`src/rtl/branch_target_unit.sv`:
```
module branch_target_unit #(
  parameter int W     = 16,
  parameter int LEN_W = 4,
  parameter int SD_W  = 8
) (
  input  logic             clk,
  input  logic             rst_n,
  input  logic             req_valid,
  input  logic [2:0]       kind,
  input  logic [W-1:0]     cur_cs,
  input  logic [W-1:0]     cur_ip,
  input  logic [LEN_W-1:0] instr_len,
  input  logic [W-1:0]     disp,
  input  logic [W-1:0]     far_seg,
  input  logic [W-1:0]     far_off,
  input  logic [W-1:0]     reg_val,
  input  logic [W-1:0]     mem_word,
  output logic             out_valid,
  output logic [W-1:0]     new_cs,
  output logic [W-1:0]     new_ip,
  output logic             cs_changed
);

  localparam logic [2:0] K_SHORT = 3'd0;
  localparam logic [2:0] K_NEAR  = 3'd1;
  localparam logic [2:0] K_FAR   = 3'd2;
  localparam logic [2:0] K_REG   = 3'd3;
  localparam logic [2:0] K_MEM   = 3'd4;

  logic [W-1:0] seq_ip;
  logic [W-1:0] short_off;
  logic [W-1:0] nxt_ip;
  logic [W-1:0] nxt_cs;
  logic         nxt_far;

  assign seq_ip    = cur_ip + {{(W-LEN_W){1'b0}}, instr_len};
  assign short_off = {{(W-SD_W){disp[SD_W-1]}}, disp[SD_W-1:0]};

  always_comb begin
    nxt_ip  = seq_ip;
    nxt_cs  = cur_cs;
    nxt_far = 1'b0;
    case (kind)
      K_SHORT: nxt_ip = seq_ip + short_off;
      K_NEAR:  nxt_ip = seq_ip + disp;
      K_FAR: begin
        nxt_ip  = far_off;
        nxt_cs  = far_seg;
        nxt_far = 1'b1;
      end
      K_REG:   nxt_ip = reg_val;
      K_MEM:   nxt_ip = mem_word;
      default: nxt_ip = seq_ip;
    endcase
  end

  always_ff @(posedge clk or negedge rst_n) begin
    if (!rst_n) begin
      out_valid  <= 1'b0;
      new_cs     <= '0;
      new_ip     <= '0;
      cs_changed <= 1'b0;
    end else begin
      out_valid <= req_valid;
      if (req_valid) begin
        new_cs     <= nxt_cs;
        new_ip     <= nxt_ip;
        cs_changed <= nxt_far;
      end
    end
  end

  AST_ONE_CYCLE: assert property (@(posedge clk) disable iff (!rst_n)
    req_valid |=> out_valid);
  AST_NO_SPURIOUS: assert property (@(posedge clk) disable iff (!rst_n)
    !req_valid |=> !out_valid);
  AST_FAR_LOAD: assert property (@(posedge clk) disable iff (!rst_n)
    (req_valid && kind == K_FAR) |=> (cs_changed && new_cs == $past(far_seg) && new_ip == $past(far_off)));
  AST_REG_LOAD: assert property (@(posedge clk) disable iff (!rst_n)
    (req_valid && kind == K_REG) |=> new_ip == $past(reg_val));
  AST_MEM_LOAD: assert property (@(posedge clk) disable iff (!rst_n)
    (req_valid && kind == K_MEM) |=> new_ip == $past(mem_word));
  AST_SEG_KEPT: assert property (@(posedge clk) disable iff (!rst_n)
    (req_valid && kind != K_FAR) |=> (!cs_changed && new_cs == $past(cur_cs)));
  AST_IDLE_HOLD: assert property (@(posedge clk) disable iff (!rst_n)
    !req_valid |=> ($stable(new_cs) && $stable(new_ip) && $stable(cs_changed)));

endmodule

```
`config.mk`:
```
export PLATFORM = sky130hd
export DESIGN_NAME = branch_target_unit
export DESIGN_NICKNAME = d
export VERILOG_FILES = /design/src/rtl/branch_target_unit.sv
export SDC_FILE = /design/constraint.sdc
export NUM_CORES = 1
export LEC_CHECK = 0
export BUFFER_PORTS_ARGS = -buffer_cell sky130_fd_sc_hd__clkbuf_2
export CORE_MARGIN = 3
export CORE_UTILIZATION = 52
export CTS_BUF_LIST = sky130_fd_sc_hd__clkbuf_8
export CTS_CLUSTER_DIAMETER = 40
export DETAILED_ROUTE_END_ITERATION = 6
export GPL_ROUTABILITY_DRIVEN = 0
export PLACE_DENSITY = 0.88
export SYNTH_ARGS = -nofsm -noshare
export SYNTH_HDL_FRONTEND = slang
export SYNTH_SLANG_ARGS = --single-unit
```
`constraint.sdc`:
```
create_clock -name clk -period 1.35 [get_ports clk]
set_input_delay 0.27 -clock clk [delete_from_list [all_inputs] [get_ports clk]]
set_output_delay 0.27 -clock clk [all_outputs]
set_load 0.01 [all_outputs]
```
* Yosys cells after proc, flatten, opt, wreduce, memory -nomap -nowiden
Index checks and enable logic that the tools add are counted.
** Word-level totals
- Word-level logic and storage cells :: 15
- Bits of input ports :: 122
- Flip-flop bits (word level) :: 34
- Output and inout bits :: 34
** Operators by class
- Reduce and logical (&&, ||, !) cells :: 1
- Multiplexer cells :: 3
- Add/subtract/negate cells :: 3
- Equal/unequal tests :: 4
** Operator list (count)
- one-hot mux 16 bit (5 select lines) :: 1
- adder 16 bit :: 2
- adder 16 x 4 -> 16 bit :: 1
- two-way mux 16 bit :: 1
- equality test 3 x 2 -> 1 bit (second input constant) :: 2
- equality test 3 x 1 -> 1 bit (second input constant) :: 1
- equality test 3 bit (second input constant) :: 1
- logical NOT 3 bit :: 1
- two-way mux 1 bit :: 1

* Longest topological paths before layout
- Depth after elaboration :: 3
- Depth in mapped cells :: 13
- Gate-level depth less buffers :: 13

* Least setup slack after synthesis
No wires, ideal clock.
- Path type :: input port to flip-flop
- Start point :: input port cur_ip[0]
- End point :: register new_ip[14]
- Slack :: -1737 ps
- Data arrival time :: 2945 ps
- Setup time :: 142 ps
- Data required time :: 1208 ps
- Stages on the path :: 12
- Buffers on the path :: 0
- Cell sequence :: ha_1 > fa_1 > a21o_1 > a21oi_2 > nor3_1 > xor2_1 > ha_1 > and3_1 > a221o_1 > a221oi_2 > xor2_1 > o221ai_1
** Between the ends
- Word-level cells in the longest chain between the ends :: 3
- Elaborated cells on any way between the ends :: 4
- Classes of those cells :: add/sub (3); mux (1)
** RTL lines
- from (decl) :: RTL line 11 : input logic [W-1:0] cur_ip,
- adder 16 x 4 -> 16 bit * :: RTL line 36 : assign seq_ip = cur_ip + {{(W-LEN_W){1'b0}}, instr_len};
- adder 16 bit (on tied branches) :: RTL line 45, 44
- one-hot mux 16 bit (5 select lines) * :: RTL line 43 : case (kind)
- to (signal assigned) :: RTL line 67 : new_ip <= nxt_ip;
- to (decl) :: RTL line 20 : output logic [W-1:0] new_ip,
Mark *: on every way between the ends. The rest lies on a longest branch, timed or not.
A chain may end at the register's enable or synchronous reset.

* Worst setup path in the final report
- Start point :: input port instr_len[0]
- End point :: register new_ip[15]
** Between the ends
- Word-level cells in the longest chain between the ends :: 3
- Elaborated cells on any way between the ends :: 4
- Classes of those cells :: add/sub (3); mux (1)
** RTL lines
- from (decl) :: RTL line 12 : input logic [LEN_W-1:0] instr_len,
- adder 16 x 4 -> 16 bit * :: RTL line 36
- adder 16 bit (on tied branches) :: RTL line 45, 44
- one-hot mux 16 bit (5 select lines) * :: RTL line 43
Marks and branches as above.

==> results.md <==
* Fraction of the yosys area taken by sequential cells at 25.40%
* TritonCTS clock tree: done
* Via count at 5314
* Startpoint class of the critical path: input port
* DP Wirelength at 10.61 mm
* Starting DRT DRC Count at 1180
* Fmax at 0.2937 GHz
* Clk root buf: clkbuf_8
* Slew headroom at 67.30%
* Drt drc at 94
* Worst EP required at 1.51 ns
* Most instantiated library cell after synthesis: nor2_1
* R2R Path Start: new_ip[13]$_DFFE_PN0P_
* Reg2Reg Capture Point: new_ip[13]$_DFFE_PN0P_
* Setup-failing EPs final at 20
* Die Ht at 86.26 um
* Core ar. at 6061 um^2
* Vias in the first global route at 4819
* Post-synthesis compound-gate area fraction at 27.98%
* Outcome: finished, violations left
* CP Data Arrival Time at 3.57 ns
* Final instance area at 5663 um^2
* Clock latency on the worst-skew pair at 0.29 ns
* H-tree levels at 2
* Worst setup EP type: register
* Number of I/O port buffers at 155
* Distinct cell type count after synthesis at 67
* Post-Synth XOR/XNOR Area at 6.462%
* Pre-CTS setup slack at -1.947 ns
* Asr flop ratio synth at 100.0%
* Leading area contributor after synthesis: dfrtp_1
* Ant. Diodes at 0
* Avg WL per Cell at 28.77 um
* Starting Density at 55.26%
* Top post-synthesis cells by area: dfrtp_1, mux2i_1, ha_1
* Sink Count at 34
* CP Launch Point: instr_len[0]
* Fin util at 93.44%
* Drt pass-1 iters at 7
* Max Root-Sink Buffers at 2
* Failing checks: DRC, setup timing
* Fin crit period at 3.405 ns
* Ys flop type: dfrtp_1
* Synth Register Bits at 34
* Worst setup path class: input port to register
* Post-synthesis simple-gate area fraction at 16.36%
* Setup Skew at 0 ns
* Num rows at 28
* Final period util at 252.2%
* Syn_nets at 535
* Width of the die at 86.26 um
* MaxCap Viol Count at 0
* Min-Delay Path Class: input port to asynchronous set/reset pin
* DR vias/cell at 7.320
* # IOs at 156
* Area share of the leading cell type in the synthesized netlist at 25.40%
* Adder-cell share of the synthesized area at 8.666%
* Initial antenna violation count at 0
* Fill cells at 185
* Top cells by count, synth: nor2_1, dfrtp_1, a21oi_1, mux2i_1, nand2_1
* Hold WS at 0.003444 ns
* VDD IR max at 811.6 uV
* Yosys warning count at 0
* Number of nets with antenna violations after routing at 0
* # hold bufs at CTS at 0
* GRT Total Usage at 44.75%
* Number of synthesized flops with an enable pin at 0
* Worst-Margin Slew at 0.4853 ns
* WL final at 20.89 mm
* Largest family of logic cells by synthesized area: compound AO/OA/AOI/OAI gates
* Leak pwr at 0.002777 uW
* CP Max Fanout at 5
* Post-Syn Area at 3349 um^2
* Final Hold Vio Count at 0
* Power Dens Cells at 951.3 nW/um^2
* Largest net degree at the start of global routing at 35
* Post-Syn Instances at 391
* Clock transition at the registers of the reported paths at 0.08 ns
* Mux cell area share after synthesis at 9.675%
* Layout cells sized above 1 at 56.99%
* Cts bufs inserted at 5
* Layout area overhead at 69.07%
* Final #Nets at 794
* Fin worst setup slack at -2.055 ns
* Worst R2R Setup Slack at 0.43 ns
* Reg2reg path depth at 2
* RSZ-0062 raised after global routing: yes
* Mean Syn Cell Area at 8.566 um^2
* Gr ovfl total at 0
* Placed instance area at 5001 um^2
* Slew Limit Fails at 0
* Die area at 7440 um^2
* Global-route wire length before repair at 25.52 mm
## metrics by stage
step	std cells	setup TNS [ns]	power, uW
floorplan	391	-18.26	2353
global placement	697	-26.29	3241
detailed placement	697	-29.62	3359
CTS	717	-19.57	4700
global route	726	-25.83	5496
finish	726	-24.12	5387
## sequential cells by signal (all words and copies together), names as in the netlist
signal / cells
new_ip: 16
new_cs: 16
cs_changed: 1
out_valid: 1
## cells in the final DEF, fill, tap and decap left out, types with 9 or more instances in the layout
cell / count
a21oi_1: 23
nand2_1: 21
nor2_1: 36
clkbuf_2: 153
dfrtp_1: 34
buf_6: 14
a21oi_2: 9
buf_4: 102
mux2i_1: 29
o21ai_0: 12
inv_1: 15
ha_1: 13
o21ai_1: 10
xor2_1: 13
## power breakdown
group          switching (uW)  total, uW  internal, uW
logic                    1630       2970          1340
clock network             425       1170           740
registers                 109       1260          1150
## per-layer routing
metal | share of wire, % | global-route usage (%) | vias up
met1 | 29 | 49.01 | 2306
met4 | 13 | 32.15 | 0
li1 | - | - | 1968
met5 | 0 | 0 | -
met3 | 15 | 13.40 | 318
met2 | 43 | 73.58 | 722
## final cells by class
type,instances,area [um^2],share of cell area (%)
multi-input cells,316,2711,47.88
repair buffers,275,1799,31.77
clock inverters,3,68.82,1.215
inverters,18,70.07,1.237
clock buffers,5,68.82,1.215
flip-flops and latches,34,850.8,15.02
well taps,75,93.84,1.657
## worst max path at each step
stage	endpoint
floorplan	new_ip[14]$_DFFE_PN0P_
global placement	new_ip[15]$_DFFE_PN0P_
detailed placement	new_ip[9]$_DFFE_PN0P_
CTS	new_ip[14]$_DFFE_PN0P_
global route	new_ip[15]$_DFFE_PN0P_
finish	new_ip[15]$_DFFE_PN0P_
## what timing repair did
action,in CTS,in global routing
gates resized for setup,31,51
hold endpoints to repair,0,0
setup buffers,12,9
endpoints found under the setup margin,19,20
pin swaps,34,43
## critical path: stages
cell	delay [ns]
buf_6	0.10
ha_4	0.18
fa_2	0.41
a21o_1	0.23
a21oi_4	0.24
buf_6	0.14
nor3_2	0.04
xor2_1	0.18
ha_1	0.42
buf_6	0.17
nand2_4	0.07
buf_4	0.16
nor3_1	0.34
nand3_1	0.21
nand2_2	0.16
nor3_2	0.05
nand4b_1	0.19
## kinds of logic (layout without fill, tap and decap cells)
| logic type | Yosys count | after routing |
|---|---|---|
| flops | 34 | 34 |
| mux | 32 | 32 |
| buf+inv | 41 | 301 |
| xor+xnor | 23 | 23 |
| simple gates | 107 | 107 |
| fa+ha+maj | 22 | 22 |
| compound gates | 132 | 132 |
Power figures use the tool's default switching activity.
